## config.mk

```make
export PLATFORM = sky130hd
export DESIGN_NAME = rx_host_burst
export DESIGN_NICKNAME = d
export VERILOG_FILES = /design/src/rtl/rxb_pkg.sv /design/src/rtl/rxb_byte_track.sv /design/src/rtl/rxb_beat_ctl.sv /design/src/rtl/rx_host_burst.sv
export SDC_FILE = /design/constraint.sdc
export NUM_CORES = 1
export LEC_CHECK = 0
export BUFFER_PORTS_ARGS = -buffer_cell sky130_fd_sc_hd__buf_2
export CORE_ASPECT_RATIO = 1.75
export CORE_UTILIZATION = 45
export CTS_BUF_LIST = sky130_fd_sc_hd__clkbuf_4 sky130_fd_sc_hd__clkbuf_8
export DETAILED_ROUTE_END_ITERATION = 6
export GPL_TIMING_DRIVEN = 0
export PLACE_DENSITY = 0.65
export SLEW_MARGIN = 20
export SYNTH_ARGS = -nofsm -noshare
export SYNTH_HDL_FRONTEND = slang
export SYNTH_HIERARCHICAL = 1
export SYNTH_SLANG_ARGS = --single-unit
```

## constraint.sdc

```tcl
create_clock -name clk -period 4.55 [get_ports clk]
set_clock_uncertainty 0.05 [all_clocks]
set_input_delay 0.91 -clock clk [delete_from_list [all_inputs] [get_ports clk]]
set_output_delay 0.91 -clock clk [all_outputs]
set_load 0.005 [all_outputs]
```

## src/rtl/rxb_pkg.sv

```systemverilog
package rxb_pkg;
  // Burst size decode: 00->1, 01->2, 10->4, 11->4.
  function automatic logic [2:0] beat_count(input logic [1:0] sel);
    case (sel)
      2'b00:   beat_count = 3'd1;
      2'b01:   beat_count = 3'd2;
      default: beat_count = 3'd4;
    endcase
  endfunction
endpackage

```

## src/rtl/rxb_byte_track.sv

```systemverilog
module rxb_byte_track #(
  parameter int LEN_W = 12
) (
  input  logic             clk,
  input  logic             rst_n,
  input  logic             host16,
  input  logic             irq_en,
  input  logic             pkt_start,
  input  logic [LEN_W-1:0] pkt_len,
  input  logic             xfer,
  output logic             active,
  output logic             rem_pos,
  output logic [LEN_W-1:0] words_left,
  output logic             rem_pos_nxt,
  output logic             fin_nxt,
  output logic             eop_irq
);
  localparam int RW = LEN_W + 1;

  logic [RW-1:0] rem_q, rem_d, rem_after, step, rnd;
  logic [3:0]    offs_q, offs_d, offs_after, mask;
  logic          act_q, act_d, irq_q, irq_d;

  always_comb begin
    step       = host16 ? RW'(2) : RW'(4);
    mask       = host16 ? 4'd7 : 4'd15;
    rem_after  = rem_q - step;
    offs_after = (offs_q + step[3:0]) & mask;
    rem_pos    = !rem_q[RW-1] && (rem_q != '0);
    rem_pos_nxt = !rem_after[RW-1] && (rem_after != '0);
    fin_nxt    = xfer && !rem_pos_nxt && (offs_after == 4'd0);
    rnd        = rem_q + (host16 ? RW'(1) : RW'(3));
    words_left = host16 ? rnd[RW-1:1] : {1'b0, rnd[RW-1:2]};

    rem_d  = rem_q;
    offs_d = offs_q;
    act_d  = act_q;
    if (pkt_start && !act_q) begin
      act_d  = 1'b1;
      rem_d  = {1'b0, pkt_len};
      offs_d = 4'd0;
    end else if (xfer) begin
      rem_d  = rem_after;
      offs_d = offs_after;
      if (fin_nxt) act_d = 1'b0;
    end
    irq_d = xfer && rem_pos && !rem_pos_nxt && irq_en;
  end

  always_ff @(posedge clk or negedge rst_n) begin
    if (!rst_n) begin
      rem_q  <= '0;
      offs_q <= '0;
      act_q  <= 1'b0;
      irq_q  <= 1'b0;
    end else begin
      rem_q  <= rem_d;
      offs_q <= offs_d;
      act_q  <= act_d;
      irq_q  <= irq_d;
    end
  end

  assign active  = act_q;
  assign eop_irq = irq_q;

  AST_IRQ_ONE_SHOT: assert property (@(posedge clk) disable iff (!rst_n)
    irq_q |=> !irq_q);
  AST_END_ALIGNED: assert property (@(posedge clk) disable iff (!rst_n)
    $fell(act_q) |-> (offs_q == 4'd0) && !rem_pos);
endmodule

```

## src/rtl/rxb_beat_ctl.sv

```systemverilog
module rxb_beat_ctl #(
  parameter int CNT_W = 6,
  parameter int LEN_W = 12
) (
  input  logic             clk,
  input  logic             rst_n,
  input  logic [1:0]       burst_sel,
  input  logic             pkt_avail,
  input  logic [CNT_W-1:0] staged_words,
  input  logic             active,
  input  logic             rem_pos,
  input  logic [LEN_W-1:0] words_left,
  input  logic             xfer,
  input  logic             rem_pos_nxt,
  input  logic             fin_nxt,
  output logic             open
);
  logic [2:0] beats, need, beat_q, beat_d;
  logic       open_q, open_d, ready, last_beat, close, start;

  always_comb begin
    beats     = rxb_pkg::beat_count(burst_sel);
    need      = (words_left < LEN_W'(beats)) ? words_left[2:0] : beats;
    ready     = (CNT_W'(need) <= staged_words);
    last_beat = (beat_q == beats - 3'd1);
    close     = xfer && (fin_nxt || (rem_pos_nxt && last_beat));
    start     = !open_q && active && (!rem_pos || (pkt_avail && ready));

    open_d = open_q;
    beat_d = beat_q;
    if (close) begin
      open_d = 1'b0;
      beat_d = 3'd0;
    end else if (xfer) begin
      beat_d = (beat_q == 3'd7) ? beat_q : beat_q + 3'd1;
    end else if (start) begin
      open_d = 1'b1;
      beat_d = 3'd0;
    end
  end

  always_ff @(posedge clk or negedge rst_n) begin
    if (!rst_n) begin
      open_q <= 1'b0;
      beat_q <= 3'd0;
    end else begin
      open_q <= open_d;
      beat_q <= beat_d;
    end
  end

  assign open = open_q;

  AST_REQ_NEEDS_PKT: assert property (@(posedge clk) disable iff (!rst_n)
    open_q |-> active);
  AST_BEAT_BOUND: assert property (@(posedge clk) disable iff (!rst_n)
    (open_q && rem_pos && $stable(burst_sel)) |-> (beat_q < beats));
endmodule

```

## src/rtl/rx_host_burst.sv

```systemverilog
module rx_host_burst #(
  parameter int CNT_W       = 6,
  parameter int LEN_W       = 12,
  parameter int SYNC_STAGES = 2
) (
  input  logic             clk,
  input  logic             rst_n,
  input  logic             pkt_avail,
  input  logic [CNT_W-1:0] staged_words,
  input  logic [1:0]       burst_sel,
  input  logic             host16,
  input  logic             pkt_start,
  input  logic [LEN_W-1:0] pkt_len,
  input  logic             irq_en,
  input  logic             dma_ack_n,
  input  logic             host_rd,
  input  logic             host_sel_port,
  output logic             dreq_n,
  output logic             pop,
  output logic             junk,
  output logic             eop_irq,
  output logic             busy
);
  logic [SYNC_STAGES-1:0] rst_pipe;
  logic                   rst_i_n;

  always_ff @(posedge clk or negedge rst_n) begin
    if (!rst_n) rst_pipe <= '0;
    else        rst_pipe <= {rst_pipe[SYNC_STAGES-2:0], 1'b1};
  end
  assign rst_i_n = rst_pipe[SYNC_STAGES-1];

  logic             open, xfer, active, rem_pos, rem_pos_nxt, fin_nxt;
  logic [LEN_W-1:0] words_left;

  assign xfer = open && (!dma_ack_n || (host_rd && host_sel_port));

  rxb_byte_track #(.LEN_W(LEN_W)) u_track (
    .clk(clk), .rst_n(rst_i_n), .host16(host16), .irq_en(irq_en),
    .pkt_start(pkt_start), .pkt_len(pkt_len), .xfer(xfer),
    .active(active), .rem_pos(rem_pos), .words_left(words_left),
    .rem_pos_nxt(rem_pos_nxt), .fin_nxt(fin_nxt), .eop_irq(eop_irq)
  );

  rxb_beat_ctl #(.CNT_W(CNT_W), .LEN_W(LEN_W)) u_beat (
    .clk(clk), .rst_n(rst_i_n), .burst_sel(burst_sel), .pkt_avail(pkt_avail),
    .staged_words(staged_words), .active(active), .rem_pos(rem_pos),
    .words_left(words_left), .xfer(xfer), .rem_pos_nxt(rem_pos_nxt),
    .fin_nxt(fin_nxt), .open(open)
  );

  assign dreq_n = !open;
  assign pop    = xfer && rem_pos;
  assign junk   = xfer && !rem_pos;
  assign busy   = active;

  AST_POP_ON_REQ: assert property (@(posedge clk) disable iff (!rst_i_n)
    (pop || junk) |-> !dreq_n);
  AST_POP_JUNK_EXCL: assert property (@(posedge clk) disable iff (!rst_i_n)
    !(pop && junk));
  AST_IDLE_NO_REQ: assert property (@(posedge clk) disable iff (!rst_i_n)
    !busy |-> dreq_n);
endmodule

```

# Yosys cells after proc, flatten, opt, wreduce, memory -nomap -nowiden
# Cells that the tools add are included.
# Widths: inputs -> output; s select.
dict set report classes {
  add_sub_neg 5
  order_cmp 2
  eq_ne 5
  mux 20
  bitwise 1
  n_reduce_logical 37
}
# cell n
set ops {}
lappend ops {{$mux 13} 2}
lappend ops {{$reduce_bool 13->1} 2}
lappend ops {{$mux 3} 6}
lappend ops {{$logic_and 1x1->1} 16}
lappend ops {{$add 13x13->13} 1}
lappend ops {{$sub 13x13->13} 1}
lappend ops {{$lt 12x3->1} 1}
lappend ops {{$mux 12} 1}
lappend ops {{$mux 4} 3}
lappend ops {{$logic_not 1->1} 7}
lappend ops {{$le 3x6->1} 1}
lappend ops {{$mux 1} 6}
lappend ops {{$pmux 3 s2} 1}
lappend ops {{$reduce_and 2->1} 3}
lappend ops {{$reduce_bool 2->1} 3}
lappend ops {{$add 4x4->4} 1}
lappend ops {{$and 4x4->4} 1}
lappend ops {{$logic_not 4->1} 1}
lappend ops {{$add 3x1->3 const B} 1}
lappend ops {{$eq 3x3->1} 1}
lappend ops {{$eq 3x3->1 const B} 1}
lappend ops {{$logic_or 1x1->1} 3}
lappend ops {{$ne 3x3->1 const B} 1}
lappend ops {{$reduce_bool 3->1} 1}
lappend ops {{5 further kinds} 5}
dict set report word_totals {
  reg_bits 25
  inputBits 29
  output_inout_bits 5
  word_cells 77
}

# Logic depth before layout (Yosys ltp)
dict set report depth {
  depth_word 12
  mapped_depth 19
  mapped_depth_nobuf 17
}

# By module
# The synthesis kept the hierarchy.
# module instances cells_each area_per_inst_um2 seq_area_each_um2
set modules_own_cells {}
lappend modules_own_cells {rxb_byte_track 1 219 1759.2 450.4}
lappend modules_own_cells {rxb_beat_ctl 1 50 456.7 100.1}
lappend modules_own_cells {rx_host_burst 1 9 90.1 50.0}

# Least setup slack after synthesis
# OpenSTA, ideal clock, no wires.
dict set report synth_path {
  kind {input to register}
  from {input host16}
  to {register u_beat.beat_q[1]}
  setup_ns 0.121
  arrival_time_ns 4.592
  required_ns 4.379
  setup_slack_ns -0.214
  path_stages 18
  n_path_buf 2
  path_cell_list {clkbuf_1 -> inv_1 -> clkbuf_1 -> ha_1 -> a21oi_1 -> nor4_1 -> a22oi_1 -> nor2_1 -> nor3_1 -> nor4_1 -> nand4_2 -> mux2_1 -> ha_1 -> a21oi_1 -> o21ai_0 -> a31oi_1 -> o211ai_1 -> a32o_2}
}
dict set report synth_via {
  elab_chain_cells 11
  elab_cells_between_ends 28
  cone_classes {add/sub: 3; order compare: 2; eq/ne: 1; mux: 6; bitwise: 1; reduce/logical: 15}
}
# element line
set synth_rtl {}
lappend synth_rtl {{start: declaration} rx_host_burst.sv:11} ;# input logic host16,
lappend synth_rtl {{$mux 2} rxb_byte_track.sv:32} ;# rnd = rem_q + (host16 ? RW'(1) : RW'(3));
lappend synth_rtl {{$add 13x13->13} rxb_byte_track.sv:32}
lappend synth_rtl {{$mux 12 *} rxb_byte_track.sv:33} ;# words_left = host16 ? rnd[RW-1:1] : {1'b0, rnd[RW-1:2]};
lappend synth_rtl {{net words_left[10]} rx_host_burst.sv:34} ;# logic [LEN_W-1:0] words_left;
lappend synth_rtl {{$lt 12x3->1 *} rxb_beat_ctl.sv:23} ;# need = (words_left < LEN_W'(beats)) ? words_left[2:0] : beats;
lappend synth_rtl {{$mux 3 *} rxb_beat_ctl.sv:23}
lappend synth_rtl {{$le 3x6->1 *} rxb_beat_ctl.sv:24} ;# ready = (CNT_W'(need) <= staged_words);
lappend synth_rtl {{$logic_and 1x1->1 *} rxb_beat_ctl.sv:27} ;# start = !open_q && active && (!rem_pos || (pkt_avail && ready));
lappend synth_rtl {{$logic_or 1x1->1 *} rxb_beat_ctl.sv:27}
lappend synth_rtl {{$logic_and 1x1->1 *} rxb_beat_ctl.sv:27}
lappend synth_rtl {{$reduce_bool 3->1 (no line) *} --}
lappend synth_rtl {{$reduce_and 2->1 (no line) *} --}
lappend synth_rtl {{end signal: assignment} rxb_beat_ctl.sv:48} ;# beat_q <= beat_d;
lappend synth_rtl {{end: declaration} rxb_beat_ctl.sv:18} ;# logic [2:0] beats, need, beat_q, beat_d;
# The timed path passes the listed nets; every way through them passes the cells marked *.
# A chain may end at the register's enable or synchronous reset.

# Worst setup path after layout
dict set report layout_path {
  from {input host16}
  to {register u_beat.beat_q[2]}
}
dict set report layout_via {
  elab_chain_cells 11
  elab_cells_between_ends 28
  cone_classes {add/sub: 3; order compare: 2; eq/ne: 1; mux: 6; bitwise: 1; reduce/logical: 15}
}
# element line
set layout_rtl {}
lappend layout_rtl {{$mux 2} rxb_byte_track.sv:32}
lappend layout_rtl {{$add 13x13->13} rxb_byte_track.sv:32}
lappend layout_rtl {{$mux 12 *} rxb_byte_track.sv:33}
lappend layout_rtl {{net words_left[1]} rx_host_burst.sv:34}
lappend layout_rtl {{$lt 12x3->1} rxb_beat_ctl.sv:23}
lappend layout_rtl {{$mux 3 *} rxb_beat_ctl.sv:23}
lappend layout_rtl {{$le 3x6->1 *} rxb_beat_ctl.sv:24}
lappend layout_rtl {{$logic_and 1x1->1 *} rxb_beat_ctl.sv:27}
lappend layout_rtl {{$logic_or 1x1->1 *} rxb_beat_ctl.sv:27}
lappend layout_rtl {{$logic_and 1x1->1 *} rxb_beat_ctl.sv:27}
lappend layout_rtl {{$reduce_bool 3->1 (no line) *} --}
lappend layout_rtl {{$reduce_and 2->1 (no line) *} --}
# Marked as above.

==> flow_summary.toml <==
[yosys]
synthMuxAreaShare_pct = 4.88
synth_cell_types = 70
synth_compound_gate_area_share_pct = 17.4
synth.area.top_cells = "dfrtp_1, ha_1, nand2_1"
synth_nets = 322
yosys_warnings = 6
synth_area_um2 = 2310
synth_enable_flop_cells = 0
synthXorXnorAreaFrac_pct = 8.74
synth_most_common_cell = "nand2_1"
synth_top_family_by_area = "simple AND/OR/NAND/NOR gates"
synthFlopType = "dfrtp_1"
synthTopCellsByCount = "nand2_1, dfrtp_1, nor2_1"
synth_top_area_cell = "dfrtp_1"
avgSynthCellArea_um2 = 8.29
async_flop_share_pct = 100
synth_fa_ha_area_share_pct = 9.12
synthCells = 278
synth-seq-cells = 24
synth-simple-area-share_pct = 26.6
yosysSeqAreaShare_pct = 26.0
netlist.area_leader.share_pct = 26.0

[worst_hold_path]
hold_path_class = "reg -> reg"

[cts]
clock_latency_ps = 270
cts_tree = "yes"
cts_root_buffer = "clkbuf_8"
cts_buffers = 3
cts_max_level = 1
cts_num_sinks = 24
clockBufferDepth = 2
clk_pin_slew_ps = 90
cts_hold_buf = 0

[power_and_ir_drop]
total_power_mw = 1.60
ir_drop_v = 0.000353
cellLeakagePower_nw = 1.17
power_per_cell_area_nw_per_um2 = 588

[floorplan]
die_h_um = 96.7
dieArea_um2 = 5430
core.rowCount = 34
die_x_um = 56.1
core-area_um2 = 4930
start_util_pct = 46.7
io_pins = 34

[placed_design]
place_congestion = 0.848
port_buffers = 33
post_dp_cell_area_um2 = 2550
place_ws_ps = -774
dp_hpwl_um = 4390
dp_cells = 365

[timing]
finalCritPeriodShare_pct = 94.8
report.final.slew_viol_count = 0
setup_viol_count_final = 0
timing.fmax_mhz = 232
finalHoldViolations = 0
slew_headroom_pct = 40.4
worst_pin_slew_ps = 894
setup_ws_ps = 237
min_period_ps = 4310
grt_setup_unrepaired = "false"

[worst_setup_path]
cp-end-kind = "flop"
crit_type = "in -> reg"
r2r-start = "u_track/rem_q[8]"
critPathSlowestCell = "mux2_1"
crit_buf_inv = 2
worst_r2r_endpoint = "u_beat/beat_q[2]"
start_kind = "input port"
crit_path_end = "u_beat/beat_q[2]"
r2r_slack_ps = 590
cp.arrival_ps = 4420
worstPathRequired_ps = 4660
ff2ff_path_depth = 15
crit_start = "host16"
critPathMaxStageDelay_ps = 350
cpMostUsedCell = "ha_1"
path_delay_family = "compound AO/OA/AOI/OAI gates"
path_cells = "buf_6, clkinvlp_4, ha_4, a21o_1, nand2_1, xor2_1, o21ai_1, ha_1, o31a_1, o21ai_2, nand4_2, mux2_1, ha_1, a21oi_1, o21ai_0, a31oi_1, o211ai_1, a32o_2"
crit_cells = 18
cp_max_fo = 15

[drt]
wirelength_um = 5570
num_vias = 2152
drc = 0
first_pass_iters = 4
wl_per_cell_um = 14.9
postRouteAntennaNets = 0
via_per_inst = 5.75
drtIter0Drc = 64

[finish]
n_antenna_cell = 0
drive_gt1_share_pct = 25.3
final_cell_area_um2 = 2720
nNetsFinal = 365
syn_to_final_growth_pct = 18.0
final_cells = 374

[grt]
grt_pass1_vias = 2186
grt.overflow.total = 0
antenna_found_initial = 0
grt_first_pass_wirelength_um = 9570
grt_max_degree = 23
grt_usage_pct = 21.8

[flow_run]
maxCapViolCount = 0

[status]
outcome = "complete, no violations"
cells in the final DEF (no fill, tap or decap), types with 3 or more instances in the layout:
cell      count
nand2_1      35
buf_2        34
dfrtp_1      24
nor2_1       19
o21ai_0      17
inv_1        16
xnor2_1      14
ha_1         11
buf_4        11
nand3_1      10
a21oi_1      10
mux2i_1       9
xor2_1        9
nor3_1        7
clkbuf_1      6
nor2b_1       5
nor4_1        5
clkbuf_8      3
repair_timing:
action,4_1_cts,5_1_grt
setup buffers,3,4
gates resized for setup,3,10
pin swaps,2,4
gates cloned,0,0
setup endpoints to repair,4,4
cell type report:
type	count	area, um2
multi-input cells	218	1600
repair buffers	40	224
flip-flops and latches	24	601
fillers	471	2210
plain buffers	16	87.6
clock buffers	3	41.3
clock inverters	1	30.0
well taps	54	67.6
inverters	18	71.3
power breakdown:
part / total [mW] / internal [mW] / leakage, nW / switching (mW)
combinational: 1.02 / 0.445 / 0.848 / 0.577
sequential: 0.390 / 0.301 / 0.290 / 0.0886
clock: 0.189 / 0.118 / 0.0357 / 0.0710
worst min-delay path by stage:
stage | cells after the start | startpoint | slack (ps) | to
CTS | 0 | rst_pipe[0] | 310 | rst_pipe[1]
global route | 0 | rst_pipe[0] | 320 | rst_pipe[1]
finish | 0 | rst_pipe[0] | 310 | rst_pipe[1]
detailed placement | 0 | rst_pipe[0] | 290 | rst_pipe[1]
floorplan | 0 | rst_pipe[1] | 230 | u_beat/beat_q[0]
global placement | 0 | rst_pipe[0] | 290 | rst_pipe[1]
registers in the layout (all words and copies together) (netlist names):
name,cells
u_track/offs_q,3
u_track/active,1
u_track/rem_q,13
u_beat/open,1
u_track/eop_irq,1
u_beat/beat_q,3
rst_pipe,2
routing by layer:
| metal | global-route usage, % | vias up | routed length [um] |
|---|---|---|---|
| met3 | 1.20 | 10 | 84 |
| li1 | - | 1069 | - |
| met2 | 41.3 | 31 | 3140 |
| met5 | 0 | - | 0 |
| met1 | 25.3 | 1042 | 2260 |
| met4 | 6.94 | 0 | 83 |
logic make-up after synthesis:
logic type      count (synthesis)
simple gates                  110
compound gates                 58
buf+inv                        36
flops                          24
xor+xnor                       23
fa+ha+maj                      15
mux                            11
other cells                     1
metrics by stage:
| step | setup TNS, ps | util [%] | hold WS, ps |
|---|---|---|---|
| floorplan | 0 | - | 230 |
| global route | 0 | 55.1 | 321 |
| finish | 0 | 55.1 | 306 |
| CTS | 0 | 53.6 | 308 |
| detailed placement | -2850 | 51.6 | 286 |
| global placement | -2880 | 51.6 | 290 |
Note: power is estimated with default switching activity, not from simulation.
